## config.mk

```make
export PLATFORM = sky130hd
export DESIGN_NAME = stagger_trig_gen
export DESIGN_NICKNAME = d
export VERILOG_FILES = /design/src/rtl/stg_pkg.sv /design/src/rtl/stg_ctrl.sv /design/src/rtl/stg_step_gen.sv /design/src/rtl/stg_phase_cell.sv /design/src/rtl/stagger_trig_gen.sv
export SDC_FILE = /design/constraint.sdc
export NUM_CORES = 1
export LEC_CHECK = 0
export BUFFER_PORTS_ARGS = -buffer_cell sky130_fd_sc_hd__buf_2
export CAP_MARGIN = 25
export CORE_AREA = 2 2 170 172
export DETAILED_ROUTE_END_ITERATION = 8
export DIE_AREA = 0 0 172 174
export PLACE_DENSITY = 0.68
export SKIP_CTS_REPAIR_TIMING = 1
export SLEW_MARGIN = 20
export SYNTH_ARGS = -nofsm -noshare
export SYNTH_HDL_FRONTEND = slang
export SYNTH_SLANG_ARGS = --single-unit
```

## constraint.sdc

```tcl
create_clock -name clk_i -period 5.5 [get_ports clk_i]
set_input_delay 0.275 -clock clk_i [delete_from_list [all_inputs] [get_ports clk_i]]
set_output_delay 0.275 -clock clk_i [all_outputs]
set_load 0.02 [all_outputs]
```

## src/rtl/stg_pkg.sv

```systemverilog
package stg_pkg;

  typedef enum logic [1:0] {
    MODE_LOCK = 2'b00,
    MODE_STAG = 2'b01,
    MODE_DET  = 2'b10,
    MODE_ALT  = 2'b11
  } mode_e;

  function automatic logic is_staggered(input mode_e m);
    return m != MODE_LOCK;
  endfunction

  function automatic logic is_detuned(input mode_e m);
    return m == MODE_DET;
  endfunction

endpackage

```

## src/rtl/stg_ctrl.sv

```systemverilog
module stg_ctrl
  import stg_pkg::*;
(
  input  logic  clk_i,
  input  logic  rst_ni,
  input  logic  en_i,
  input  logic  [1:0] mode_i,
  output logic  load_o,
  output logic  load_stag_o,
  output logic  adv_o,
  output logic  armed_o,
  output mode_e mode_o
);

  logic  armed_q;
  mode_e mode_q;

  // first edge after reset captures the mode and loads start phases
  always_ff @(posedge clk_i or negedge rst_ni) begin
    if (!rst_ni) begin
      armed_q <= 1'b0;
      mode_q  <= MODE_LOCK;
    end else if (!armed_q) begin
      armed_q <= 1'b1;
      mode_q  <= mode_e'(mode_i);
    end
  end

  assign load_o      = !armed_q;
  assign load_stag_o = is_staggered(mode_e'(mode_i));
  assign adv_o       = armed_q & en_i;
  assign armed_o     = armed_q;
  assign mode_o      = mode_q;

endmodule

```

## src/rtl/stg_step_gen.sv

```systemverilog
module stg_step_gen
  import stg_pkg::*;
#(
  parameter int unsigned N_WORKERS   = 16,
  parameter int unsigned PHASE_W     = 24,
  parameter int unsigned DETUNE_STEP = 320,
  parameter int unsigned PERT_STEP   = 4096
) (
  input  mode_e                              mode_i,
  input  logic [N_WORKERS-1:0]               pert_i,
  output logic [N_WORKERS-1:0][PHASE_W-1:0]  step_o
);

  localparam int unsigned SLOT_LOG = PHASE_W - $clog2(N_WORKERS);
  localparam logic [PHASE_W-1:0] SLOT_STEP = {{(PHASE_W-1){1'b0}}, 1'b1} << SLOT_LOG;
  localparam logic [PHASE_W-1:0] DET_W     = PHASE_W'(DETUNE_STEP);
  localparam logic [PHASE_W-1:0] PERT_W    = PHASE_W'(PERT_STEP);

  logic [PHASE_W-1:0] base_step;

  always_comb begin
    base_step = SLOT_STEP;
    if (is_detuned(mode_i)) base_step = SLOT_STEP + DET_W;
  end

  for (genvar k = 0; k < N_WORKERS; k++) begin : g_step
    assign step_o[k] = pert_i[k] ? base_step + PERT_W : base_step;
  end

endmodule

```

## src/rtl/stg_phase_cell.sv

```systemverilog
module stg_phase_cell #(
  parameter int unsigned        PHASE_W    = 24,
  parameter logic [PHASE_W-1:0] INIT_PHASE = '0
) (
  input  logic               clk_i,
  input  logic               rst_ni,
  input  logic               load_i,
  input  logic               stag_i,
  input  logic               adv_i,
  input  logic [PHASE_W-1:0] step_i,
  output logic               fire_o
);

  logic [PHASE_W-1:0] acc_q;
  logic               fire_q;
  logic [PHASE_W:0]   sum;

  assign sum = {1'b0, acc_q} + {1'b0, step_i};

  always_ff @(posedge clk_i or negedge rst_ni) begin
    if (!rst_ni) begin
      acc_q  <= '0;
      fire_q <= 1'b0;
    end else if (load_i) begin
      acc_q  <= stag_i ? INIT_PHASE : '0;
      fire_q <= 1'b0;
    end else if (adv_i) begin
      acc_q  <= sum[PHASE_W-1:0];
      fire_q <= sum[PHASE_W];   // carry out = wrap past zero
    end else begin
      fire_q <= 1'b0;
    end
  end

  assign fire_o = fire_q;

endmodule

```

## src/rtl/stagger_trig_gen.sv

```systemverilog
module stagger_trig_gen
  import stg_pkg::*;
#(
  parameter int unsigned N_WORKERS   = 16,
  parameter int unsigned PHASE_W     = 24,
  parameter int unsigned DETUNE_STEP = 320,
  parameter int unsigned PERT_STEP   = 4096
) (
  input  logic                 clk_i,
  input  logic                 rst_ni,
  input  logic                 en_i,
  input  logic [1:0]           mode_i,
  input  logic [N_WORKERS-1:0] pert_i,
  output logic [N_WORKERS-1:0] trig_o
);

  localparam int unsigned SLOT_LOG = PHASE_W - $clog2(N_WORKERS);

  logic  load, load_stag, adv, armed_q;
  mode_e mode_q;
  logic [N_WORKERS-1:0][PHASE_W-1:0] step;

  stg_ctrl u_ctrl (
    .clk_i       (clk_i),
    .rst_ni      (rst_ni),
    .en_i        (en_i),
    .mode_i      (mode_i),
    .load_o      (load),
    .load_stag_o (load_stag),
    .adv_o       (adv),
    .armed_o     (armed_q),
    .mode_o      (mode_q)
  );

  stg_step_gen #(
    .N_WORKERS   (N_WORKERS),
    .PHASE_W     (PHASE_W),
    .DETUNE_STEP (DETUNE_STEP),
    .PERT_STEP   (PERT_STEP)
  ) u_step (
    .mode_i (mode_q),
    .pert_i (pert_i),
    .step_o (step)
  );

  for (genvar k = 0; k < N_WORKERS; k++) begin : g_cell
    stg_phase_cell #(
      .PHASE_W    (PHASE_W),
      .INIT_PHASE (PHASE_W'(k) << SLOT_LOG)
    ) u_cell (
      .clk_i  (clk_i),
      .rst_ni (rst_ni),
      .load_i (load),
      .stag_i (load_stag),
      .adv_i  (adv),
      .step_i (step[k]),
      .fire_o (trig_o[k])
    );
  end

endmodule

```

# == After elaboration in Yosys (flattened, before gate mapping) ==
# Index checks and enable logic that the tools add are counted.
# totals
ff_bits,403
latch_bits,0
ramBits,0
romBits,0
input_bits,21
mem_count,0
# classes
addsub,17
multipliers,0
n_div,0
n_lt_le_gt_ge,0
n_eq_ne,2
shift,0
n_mux,96
bitwise_logic,1
n_reduce_logical,1
# ops
operator,n
2-to-1 mux 24 bit,56
adder 24 x 24 -> 25 bit,16
2-to-1 mux 23 bit,4
2-to-1 mux 22 bit,2
2-to-1 mux 1 bit,32
adder 21 x 13 -> 22 bit (second input constant),1
2-to-1 mux 21 bit,1
2-to-1 mux 9 bit,1
equality test 2 bit (second input constant),1
inequality test 2 bit (second input constant),1
nonzero test 2 bit,1
AND 1 bit,1

# == Depth between registers and ports, before layout ==
# depth
ltp_word,7
ltp_mapped,8

# == By module ==
# A second synthesis with hierarchy kept.
# unflattened
hier_cells,4509
area_unflattened_um2,38715.9
# modules_own_cells
mod,instances,cells_each,area_each_um2
stg_step_gen,1,386,2896.5
stg_phase_cell at g_cell[2].u_cell,1,269,2337.2
stg_phase_cell at g_cell[10].u_cell,1,278,2301.0
stg_phase_cell at g_cell[12].u_cell,1,268,2296.0
stg_phase_cell at g_cell[13].u_cell,1,265,2287.2
stg_phase_cell at g_cell[7].u_cell,1,255,2274.7
stg_phase_cell at g_cell[0].u_cell,1,268,2273.4
stg_phase_cell at g_cell[9].u_cell,1,256,2244.7
stg_phase_cell at g_cell[3].u_cell,1,274,2242.2
stg_phase_cell at g_cell[8].u_cell,1,254,2239.6
stg_phase_cell at g_cell[5].u_cell,1,257,2213.4
stg_phase_cell at g_cell[11].u_cell,1,245,2210.9
stg_phase_cell at g_cell[14].u_cell,1,254,2189.6
stg_phase_cell at g_cell[6].u_cell,1,256,2188.3
4 more rows,n/a,n/a,n/a

# == Least setup slack after synthesis ==
# No wires, ideal clock.
# synth_path
kind,flip-flop to flip-flop
start,register g_cell[8].u_cell.acc_q[12]
end,register g_cell[8].u_cell.acc_q[23]
setup_ns,0.122
t_arrival_ns,2.070
setup_slack_ns,3.308
path_stages_with_launch,7
path_buffers,0
cell_sequence,dfrtp_1 ha_1 inv_1 or4_4 a2111oi_4 o2111ai_1 a32o_1
# synth_via
elab_chain_cells,3
# synth_rtl
element,line,text
start: declaration,stg_phase_cell.sv:14,logic [PHASE_W-1:0] acc_q;
start signal: assignment,stg_phase_cell.sv:25,acc_q <= stag_i ? INIT_PHASE : '0;
start signal: assignment,stg_phase_cell.sv:28,acc_q <= sum[PHASE_W-1:0];
adder 24 x 24 -> 25 bit,stg_phase_cell.sv:18,"assign sum = {1'b0, acc_q} + {1'b0, step_i};"
2-to-1 mux 24 bit,stg_phase_cell.sv:27,end else if (adv_i) begin
2-to-1 mux 24 bit,stg_phase_cell.sv:24,end else if (load_i) begin
# No other way between the ends. The select of a mux whose other input is x is not followed.
# A chain may end at the register's enable or synchronous reset.

# == Worst setup path after layout ==
# layout_path
start,"register u_ctrl.mode_q[0], in the netlist u_ctrl.mode_o[0]"
end,register g_cell[14].u_cell.acc_q[21]
# layout_via
elab_chain_cells,7
# layout_rtl
element,line,text
start: declaration,stg_ctrl.sv:16,mode_e mode_q;
start signal: assignment,stg_ctrl.sv:25,mode_q <= mode_e'(mode_i);
equality test 2 bit *,stg_pkg.sv:15,return m == MODE_DET;
2-to-1 mux 9 bit *,stg_step_gen.sv:23,if (is_detuned(mode_i)) base_step = SLOT_STEP + DET_W;
adder 21 x 13 -> 22 bit,stg_step_gen.sv:27,assign step_o[k] = pert_i[k] ? base_step + PERT_W : base_step;
2-to-1 mux 24 bit *,stg_step_gen.sv:27,
adder 24 x 24 -> 25 bit *,stg_phase_cell.sv:18,
2-to-1 mux 24 bit *,stg_phase_cell.sv:27,
2-to-1 mux 24 bit *,stg_phase_cell.sv:24,
end signal: assignment,stg_phase_cell.sv:25,
end signal: assignment,stg_phase_cell.sv:28,
end: declaration,stg_phase_cell.sv:14,
# Mark *: on every way between the ends. The rest lies on a longest branch, timed or not. The select of a mux whose other input is x is not followed.

==> reports/results.ini <==
[clock_network]
cts_tree=done
cts_buffers=36
cts-htree-levels=2
cts.clk_slew.worst_paths_ns=0.05
cts_sinks=307
clk_latency_ns=0.51
clockBufferDepth=3
clockRootBuffer=clkbuf_16

[worst_setup_path]
crit_path_top_delay_cell=o41ai_2
cpLargestDelayFamily=compound AO/OA/AOI/OAI gates
cp.arrival_ns=2.98
worstPathRequired_ns=5.86
cp_num_buf_inv=0
cp_slowest_stage_delay_ns=1.06
path_cells=nand2b_4, o41ai_2, a21oi_1, mux2i_1, o22ai_1
r2r_setup_slack_ns=2.87
reg2reg_to=g_cell[14].u_cell.acc_q[21]
r2r_cells=5
startpoint=u_ctrl.mode_o[0]
critical_path_depth=5
crit_type=reg -> reg
start_kind=flop
rr_startpoint=u_ctrl.mode_o[0]
end_kind=flop
endpoint=g_cell[14].u_cell.acc_q[21]
crit_fanout=22

[global_routing]
grt_max_degree=128
track_usage_pct=21.40
grt_pass1_wl_um=52780
first_global_vias=10821
grt_antenna_before_repair=0
gr-total-overflow=0

[logic_synthesis]
syn_area_per_cell_um2=9.704
synthTopCellsByArea=dfrtp_1 (50%), xor2_1 (8.0%), nor2_1 (6.7%)
synth.distinct_cells=65
syn_nets=1611
synth_ff_type=dfrtp_1
synth_top_cells_by_count=dfrtp_1 (307), nor2_1 (274), xor2_1 (139)
synth_edf_count=0
yosysWarnings=0
synth_top_area_cell=dfrtp_1
syn_area_um2=15270
async_flop_share_pct=100.0
yosysMostFrequentCell=dfrtp_1
synth-seq-cells=307
yosysSeqAreaShare_pct=50.30
synthCells=1574
synth.top_cell.area_share_pct=50.30

[finish]
multiInputGateArea_um2=7081
antenna_cells=0
fin_cells=1984
syn_to_final_growth_pct=11.31
nNetsFinal=1612
register_area_um2=7684
design_area_um2=17000
fill_cells=2400
drive_gt1_share_pct=8.750

[sta]
timing.slew.headroom_pct=28.32
tns_ns=0
rsz0062_at_grt=false
period_needed_ns=2.629
final.period_utilization_pct=47.80
slew_viol_final=0
fmax_ghz=0.3804
clock_skew_ns=0.007638
hold_slack_ns=0.06067
tightest_slew_ns=1.064
timing.final.ws_setup_ns=2.871
final_hold_viol_count=0
setup_viol=0

[placed_design]
place_congestion=0.7546
dpl.cell_count=1918
pre_cts_slack_ns=2.676
dpl.hpwl_um=18700
place_area_um2=15670
port_buffers=36

[routing]
routed_wl_um=31050
routedWlPerCell_um=15.65
drcViolationCount=0
first_pass_iters=4
via_count=10971
ant_nets=0
drtIter0Drc=681
drt-vias-per-instance=5.530

[power_and_ir_drop]
power.density_nw_per_um2=320.6
p_leak_nw=7.452
peakVddDrop_mv=0.2091

[run_status]
outcome=finished, final reports clean

[job]
maxCapViolCount=0

[hold_path]
whs_path_depth=2
hold_path_class=in -> reg

[floorplan]
rows=62
die_w_um=172
core_area_um2=28240
die_y_um=174
initial_core_util_pct=54.09
boundaryPins=37
die-area_um2=29930

[power breakdown]
part           total (W)  switching [W]  internal (W)
Sequential       0.00244      0.0000874       0.00235
Clock            0.00254       0.000920       0.00162
Combinational   0.000472       0.000300      0.000172
[registers in the layout, indices dropped and copies added, names as in the netlist]
name,count
g_cell.u_cell.acc_q,288
g_cell.u_cell.fire_o,16
u_ctrl.mode_o,2
u_ctrl.armed_o,1
[layer usage]
| layer | global-route usage (%) | up-vias | share of wire [%] |
|---|---|---|---|
| met5 | 0 | - | 0 |
| met4 | 5.182 | 0 | 1.6 |
| met3 | 3.711 | 38 | 4.2 |
| met2 | 35.68 | 148 | 47 |
| met1 | 29.18 | 5431 | 47 |
| li1 | - | 5354 | - |
[stage by stage]
| step | total power, W | utilization (%) |
|---|---|---|
| final | 0.005450 | 60.21 |
| after global routing | 0.005677 | 60.21 |
| after detailed placement | 0.002945 | 55.49 |
| after global placement | 0.002930 | 55.44 |
| after floorplan | 0.002792 | - |
| after CTS | 0.005512 | 60.09 |
[layout make-up]
type	instances	area share (%)
Sequential cell	307	45.19
Multi-Input combinational cell	1148	41.65
Clock inverter	14	1.214
Tap cell	384	2.826
Clock buffer	49	6.417
Inverter	29	0.6697
Timing Repair Buffer	53	2.031
[logic make-up after synthesis]
| kind of cell | synth area share (%) |
|---|---|
| AO/OA/AOI/OAI | 9.339 |
| multiplexers | 0.9339 |
| AND/OR/NAND/NOR | 20.90 |
| adder cells (fa/ha/maj) | 1.311 |
| XOR/XNOR | 13.76 |
| other | 0.02455 |
| flip-flops | 50.30 |
| buffers and inverters | 3.432 |
[how the worst min path moves through the flow]
stage	from	endpoint	slack (ns)
6_report	mode_i[1]	u_ctrl.mode_o[1]	0.06
5_1_grt	mode_i[0]	u_ctrl.mode_o[0]	0.07
3_3_place_gp	rst_ni	g_cell[8].u_cell.acc_q[11]	0.44
2_1_floorplan	rst_ni	g_cell[0].u_cell.acc_q[10]	-0.02
3_5_place_dp	rst_ni	g_cell[8].u_cell.acc_q[10]	0.43
4_1_cts	rst_ni	g_cell[8].u_cell.acc_q[10]	-0.10
[layout by cell type, fill, tap and decap left out, types with 4 or more instances in the layout]
master,count
a211oi_1,18
a21o_1,5
a21oi_1,72
a31oi_1,20
a41o_1,4
a41oi_1,4
and2_1,19
and3_1,27
and4_1,10
buf_2,34
buf_4,14
bufinv_16,5
clkbuf_16,37
clkbuf_8,12
clkinv_2,5
dfrtp_1,306
ha_1,16
inv_1,28
mux2i_1,12
nand2_1,118
nand2b_1,10
nand3_1,80
nand3b_1,5
nand4_1,51
nand4b_1,6
nor2_1,274
nor3_1,28
nor3b_1,10
nor4_1,6
o21ai_0,31
o31ai_1,8
o41ai_4,5
or3_1,22
xnor2_1,101
xor2_1,139
(Power assumes the default switching activity.)
